<file path="config.mk">
export PLATFORM = sky130hd
export DESIGN_NAME = fault_stat_loader
export DESIGN_NICKNAME = d
export VERILOG_FILES = /design/src/rtl/fsl_pkg.sv /design/src/rtl/fsl_ctrl.sv /design/src/rtl/fsl_stat_reg.sv /design/src/rtl/fault_stat_loader.sv
export SDC_FILE = /design/constraint.sdc
export NUM_CORES = 1
export LEC_CHECK = 0
export ABC_AREA = 1
export ABC_CLOCK_PERIOD_IN_PS = 1050
export BUFFER_PORTS_ARGS = -buffer_cell sky130_fd_sc_hd__buf_2
export CORE_UTILIZATION = 38
export CTS_CLUSTER_DIAMETER = 100
export DETAILED_ROUTE_END_ITERATION = 16
export MAX_ROUTING_LAYER = met4
export PLACE_DENSITY = 0.76
export SLEW_MARGIN = 10
export SYNTH_ARGS = -nofsm -noshare
export SYNTH_HDL_FRONTEND = slang
export SYNTH_SLANG_ARGS = --single-unit
</file>
<file path="constraint.sdc">
create_clock -name clk -period 1.05 [get_ports clk]
set_input_delay 0.21 -clock clk [delete_from_list [all_inputs] [get_ports clk]]
set_output_delay 0.21 -clock clk [all_outputs]
set_load 0.05 [all_outputs]
</file>
<file path="src/rtl/fsl_pkg.sv">
package fsl_pkg;
    localparam int FLT_LO   = 4;
    localparam int FLT_N    = 6;
    localparam int TST_LO   = 0;
    localparam int TST_N    = 4;
    localparam int TST_POS  = 10;

    typedef enum logic [1:0] {
        ST_IDLE        = 2'd0,
        ST_REQ_DATA    = 2'd1,
        ST_SEND_STATUS = 2'd2
    } fsl_state_e;

    typedef struct packed {
        fsl_state_e st;
        logic       ack;
    } ctrl_s;

    typedef struct packed {
        logic [FLT_N-1:0] flags;
        logic             tbit;
    } stat_s;
endpackage

</file>
<file path="src/rtl/fsl_ctrl.sv">
module fsl_ctrl
    import fsl_pkg::*;
(
    input  logic clk,
    input  logic rst_n,
    input  logic mclr,
    input  logic fn_req,
    input  logic data_ack,
    input  logic intr_ack,
    output logic fn_ack,
    output logic data_req,
    output logic intr_req,
    output logic load_en,
    output logic clr_en
);
    ctrl_s c_d, c_q;

    always_comb begin
        c_d     = c_q;
        c_d.ack = 1'b0;
        load_en = 1'b0;
        clr_en  = 1'b0;
        if (mclr) begin
            c_d.st = ST_IDLE;
            clr_en = 1'b1;
        end else begin
            unique case (c_q.st)
                ST_IDLE: if (fn_req) begin
                    c_d.st  = ST_REQ_DATA;
                    c_d.ack = 1'b1;
                    clr_en  = 1'b1;
                end
                ST_REQ_DATA: if (data_ack) begin
                    c_d.st  = ST_SEND_STATUS;
                    load_en = 1'b1;
                end
                ST_SEND_STATUS: if (intr_ack) begin
                    c_d.st = ST_IDLE;
                end
                default: c_d.st = ST_IDLE;
            endcase
        end
    end

    always_ff @(posedge clk or negedge rst_n) begin
        if (!rst_n) begin
            c_q <= '{st: ST_IDLE, ack: 1'b0};
        end else begin
            c_q <= c_d;
        end
    end

    assign fn_ack   = c_q.ack;
    assign data_req = (c_q.st == ST_REQ_DATA);
    assign intr_req = (c_q.st == ST_SEND_STATUS);
endmodule

</file>
<file path="src/rtl/fsl_stat_reg.sv">
module fsl_stat_reg
    import fsl_pkg::*;
#(
    parameter int WORD_W = 16,
    parameter int STAT_W = 16
) (
    input  logic              clk,
    input  logic              rst_n,
    input  logic              load_en,
    input  logic              clr_en,
    input  logic [WORD_W-1:0] word,
    output logic [FLT_N-1:0]  fault_flags,
    output logic [STAT_W-1:0] stat_word
);
    stat_s s_d, s_q;

    always_comb begin
        s_d = s_q;
        if (clr_en) begin
            s_d = '0;
        end else if (load_en) begin
            s_d.flags = word[FLT_LO +: FLT_N];
            s_d.tbit  = |word[TST_LO +: TST_N];
        end
    end

    always_ff @(posedge clk or negedge rst_n) begin
        if (!rst_n) begin
            s_q <= '0;
        end else begin
            s_q <= s_d;
        end
    end

    // Place each status field on its lane; every other lane reads zero.
    for (genvar i = 0; i < STAT_W; i++) begin : g_lane
        if (i >= FLT_LO && i < FLT_LO + FLT_N) begin : g_flt
            assign stat_word[i] = s_q.flags[i-FLT_LO];
        end else if (i == TST_POS) begin : g_tst
            assign stat_word[i] = s_q.tbit;
        end else begin : g_zero
            assign stat_word[i] = 1'b0;
        end
    end

    assign fault_flags = s_q.flags;
endmodule

</file>
<file path="src/rtl/fault_stat_loader.sv">
module fault_stat_loader
    import fsl_pkg::*;
#(
    parameter int WORD_W = 16,
    parameter int STAT_W = 16
) (
    input  logic              clk,
    input  logic              rst_n,
    input  logic              mclr,
    input  logic              fn_req,
    output logic              fn_ack,
    output logic              data_req,
    input  logic              data_ack,
    input  logic [WORD_W-1:0] data_word,
    output logic              intr_req,
    input  logic              intr_ack,
    output logic [STAT_W-1:0] stat_word,
    output logic [5:0]        fault_flags
);
    logic load_en, clr_en;

    fsl_ctrl u_ctrl (
        .clk      (clk),
        .rst_n    (rst_n),
        .mclr     (mclr),
        .fn_req   (fn_req),
        .data_ack (data_ack),
        .intr_ack (intr_ack),
        .fn_ack   (fn_ack),
        .data_req (data_req),
        .intr_req (intr_req),
        .load_en  (load_en),
        .clr_en   (clr_en)
    );

    fsl_stat_reg #(
        .WORD_W (WORD_W),
        .STAT_W (STAT_W)
    ) u_stat (
        .clk         (clk),
        .rst_n       (rst_n),
        .load_en     (load_en),
        .clr_en      (clr_en),
        .word        (data_word),
        .fault_flags (fault_flags),
        .stat_word   (stat_word)
    );
endmodule

</file>
== Word level (Yosys, flattened, before mapping) ==
Index checks and enable logic that the tools add are counted.

* Bits of input ports: 22
* Logic and storage cells: 28
* Register bits after elaboration: 10

* Multiplexer cells: 15
* Equality and inequality tests: 5
* Reduce and logical (&&, ||, !) cells: 4

{| class="wikitable"
|+ Operators by type and width
! operator !! count
|-
| 2-to-1 mux 7 bit || 2
|-
| 2-to-1 mux 1 bit || 8
|-
| 2-to-1 mux 2 bit || 3
|-
| != test 3 x 2 -> 1 bit (second input constant) || 2
|-
| one-hot mux 2 bit (3 select lines) || 1
|-
| OR reduction 4 bit || 1
|-
| 2-to-1 mux 3 bit || 1
|-
| != test 3 bit (second input constant) || 1
|-
| AND reduction 3 bit || 1
|-
| == test 2 x 1 -> 1 bit (second input constant) || 1
|-
| == test 2 bit (second input constant) || 1
|-
| logical NOT 2 bit || 1
|-
| nonzero test 2 bit || 1
|}

== Depth between registers and ports, before layout ==
* Depth in word-level cells: 5
* Depth in mapped cells: 5

== Modules after synthesis ==
Synthesis repeated with hierarchy kept, for this count alone.

* Cells, all modules: 72
* Area, all modules: 553.0 um2

{| class="wikitable"
|+ By module, submodules not included
! module !! cells an instance !! instances !! area an instance (um2) !! sequential area each (um2)
|-
| fsl_stat_reg || 50 || 1 || 397.9 || 175.2
|-
| fsl_ctrl || 22 || 1 || 155.1 || 75.1
|}

== Least setup slack after synthesis ==
Ideal clock, no wire load.

* Path type: register to register
* Start point: register u_ctrl.c_q[1] (netlist bit)
* End point: register u_ctrl.c_q[1] (netlist bit)
* Cell stages (with the launch flop): 6
* Setup time: 0.076 ns
* Slack: -0.379 ns
* Data arrival time: 1.353 ns
* Period minus slack after synthesis: 1.429 ns
* Cells stage by stage: dfrtp_1 buf_6 inv_1 nor2_1 nand2_1 o21ai_1

* Cells in the longest elaborated chain, start to end: 3
* Elaborated cells on any way between the ends: 9
* Classes of those cells: eq/ne: 5; mux: 2; reduce/logical: 2

{| class="wikitable"
|+ RTL lines
! item !! RTL line !! source
|-
| start, declared || fsl_ctrl.sv:16 || <nowiki>ctrl_s c_d, c_q;</nowiki>
|-
| start signal, assigned || fsl_ctrl.sv:47 || <nowiki>c_q <= '{st: ST_IDLE, ack: 1'b0};</nowiki>
|-
| == test 2 x 1 -> 1 bit (*) || -- ||
|-
| via data_req || fault_stat_loader.sv:12 || <nowiki>output logic data_req,</nowiki>
|-
| != test 3 x 2 -> 1 bit (no source line) / one-hot mux 2 bit (3 select lines) (equally long branches) || -- ||
|-
| AND reduction 3 bit (no source line) / 2-to-1 mux 2 bit (equally long branches) || -- ||
|}

Mark *: on every way through the listed nets, which the timed path passes. The rest lies on a longest branch.
A chain may end at the register's enable or synchronous reset.

== Final worst setup path ==
* Start point: register u_ctrl.c_q[1] (netlist bit)
* End point: output port intr_req

* Cells in the longest elaborated chain, start to end: 1

{| class="wikitable"
|+ RTL lines
! item !! RTL line !! source
|-
| == test 2 bit || fsl_ctrl.sv:55 || <nowiki>assign intr_req = (c_q.st == ST_SEND_STATUS);</nowiki>
|-
| end, declared || fault_stat_loader.sv:15 || <nowiki>output logic intr_req,</nowiki>
|}

No other way between the ends.

==> out/metrics.cfg <==
[logic_synthesis]
synth_fa_ha_area_share_pct = 0
synth_area_per_cell_um2 = 8.90
synth_mux_area_share_pct = 0
synth_top_family_by_area = simple AND/OR/NAND/NOR gates
yosysSeqAreaShare_pct = 39.6
ys_warn_count = 0
synthCells = 71
synth_xor_area_share_pct = 0
ys_seq_elements = 10
synth_compound_area_share_pct = 10.7
syn_area_um2 = 632
synthSimpleGateAreaFrac_pct = 25.5
ys_types = 15

[clocking]
cts_sinks = 10
tritoncts.num_buffers = 3
cts-root-buf = clkbuf_4
clk_latency_ns = 0.27
cts_max_path_buffers = 2
tritoncts = built
htreeDepth = 1
clk_pin_slew_ns = 0.07

[pwr]
ir_worst_vdd_mv = 0.733
pwr_density_cell_nw_per_um2 = 1150
p_leak_uw = 0.000479
power_uw = 1180

[setup_path]
setup.worst_path.start_class = flop
slowest_delay_ns = 0.45
cp-end-kind = output port
crit_chain = nor2_4 -> buf_8
crit_required_ns = 0.84
cp_max_fo = 4
cp_slowest_cell = dfrtp_2
crit_type = flop to output port
arrival_ns = 1.02

[global_route]
grt_pass1_wl_mm = 2.10
grtUsageTotal_pct = 16.3
grt_antenna_before_repair = 0
grt_max_degree = 11
grt_pass1_vias = 479
overflow = 0

[job]
maxCapViolCount = 0

[floorplanning]
dieArea_um2 = 1830
row_count = 14
start_util_pct = 41.5
fp.dieW_um = 42.8
num_io_pins = 47
coreArea_um2 = 1520
die_h_um = 42.8

[layout]
final_nets = 133
layout_common_cells = buf_2 (15), buf_6 (15), conb_1 (9), buf_4 (9), dfrtp_2 (8)
area_delta_synth_final_pct = 62.0
nFillCells = 121
antennaDiodeCount = 0
multiInputGateArea_um2 = 323
drive_above_1_share_pct = 68.2
seqCellArea_um2 = 260

[routing]
drc = 0
wl_mm = 1.47
via_per_inst = 4.63
antenna_left = 0
dr.pass1.iters = 2
wl_per_cell_um = 11.7
drtIter0Drc = 6
vias = 584

[sta]
finalHoldViolations = 0
fmax_mhz = 812
rsz0062_at_grt = true
finalSetupViolCount = 21
fin_crit_ns = 1.23
clock-skew-final_ns = 0.000917
fin_ws_ns = -0.181
finalMaxSlewViolations = 0
finalCritPeriodShare_pct = 117

[placement]
portBuffers = 31
hpwl_um = 884
dp_slack_ns = -0.0570
gp_congestion = 0.813

[min_path]
hp-class = input pin to flop

[outcome]
violations = negative setup slack
status = complete, but fails checks

[path summary, 6_finish.rpt]
| path | startpoint | end | slack (ns) | cells past startpoint |
|---|---|---|---|---|
| hold reg to reg | u_stat.fault_flags[3] | u_stat.fault_flags[3] | 0.59 | 2 |
| setup / recovery | u_ctrl.c_q[1] | intr_req | -0.18 | 2 |
| hold / removal | mclr | u_ctrl.fn_ack | 0.18 | 2 |
| setup reg to reg | u_ctrl.c_q[1] | u_stat.fault_flags[5] | -0.06 | 5 |
| min in group asynchronous | rst_n | u_stat.fault_flags[4] | 0.33 | 2 |
| max in group asynchronous | rst_n | u_stat.fault_flags[0] | 0.50 | 2 |
[repair_timing]
action	in CTS	in global routing
setup endpoints to repair	23	25
hold buffers	1	0
buffers inserted	2	8
gates resized for setup	34	15
gates cloned	1	0
pin swaps	3	6
endpoints found under the hold margin	10	0
[registers in the layout (all words and copies together) (netlist names)]
signal / count
u_stat.fault_flags: 6
u_ctrl.c_q: 2
u_ctrl.fn_ack: 1
u_stat.stat_word: 1
[cell usage after synthesis]
cell	number	area share (%)
buf_6	1	1.8
nand2_4	2	3.6
o21ai_1	2	1.6
a21oi_2	6	8.3
buf_4	16	19
nand4_1	6	5.9
nor2_1	8	4.8
nand2_1	11	6.5
inv_1	3	1.8
a21oi_1	1	0.79
inv_4	1	0.99
dfrtp_1	10	40
nand3_4	1	2.8
conb_1	1	0.59
nor2_2	2	2.0
[stage by stage]
| stage | TNS, ns | area, um^2 | instances | utilization (%) | hold WS [ns] |
|---|---|---|---|---|---|
| after floorplan | 0 | 682 | 79 | - | -0.0856 |
| after global placement | -0.0413 | 753 | 111 | 49.4 | 0.0805 |
| after detailed placement | -0.0977 | 753 | 111 | 49.4 | 0.0857 |
| after CTS | -0.984 | 903 | 118 | 59.3 | 0.163 |
| after global routing | -1.68 | 1020 | 126 | 67.2 | 0.193 |
| final | -0.790 | 1020 | 126 | 67.2 | 0.179 |
[per-layer routing]
layer	vias to the layer above	track usage (%)	wire, um
met5	-	-	0
li1	294	-	-
met2	33	24.5	787
met4	0	9.38	21
met1	253	19.7	548
met3	4	3.83	110
[cell type report]
type                    count  share of cell area, %
repair buffers             43                   35.8
multi-input cells          49                   31.5
flip-flops and latches     10                   25.4
clock buffers               4                   3.55
well taps                  16                   1.96
inverters                   4                   1.71
[kinds of logic (layout without fill, tap and decap cells)]
group / Yosys count / count (layout)
other: 1 / 9
and+or+nand+nor: 30 / 31
AOI/OAI and AO/OA: 9 / 9
buffers and inverters: 21 / 51
DFF: 10 / 10
[worst max-delay path, delay by kind of cell (launching register included)]
family	cells	cell delay (ns)
flops	1	0.45
buf+inv	1	0.15
simple gates	1	0.14
[power by group]
part	leakage, uW	total, uW	switching, uW	internal, uW
Clock	0.0000210	365	154	211
Sequential	0.000124	421	19.0	401
Combinational	0.000334	393	260	133
Total	0.000479	1180	433	745
(Power assumes the default switching activity.)
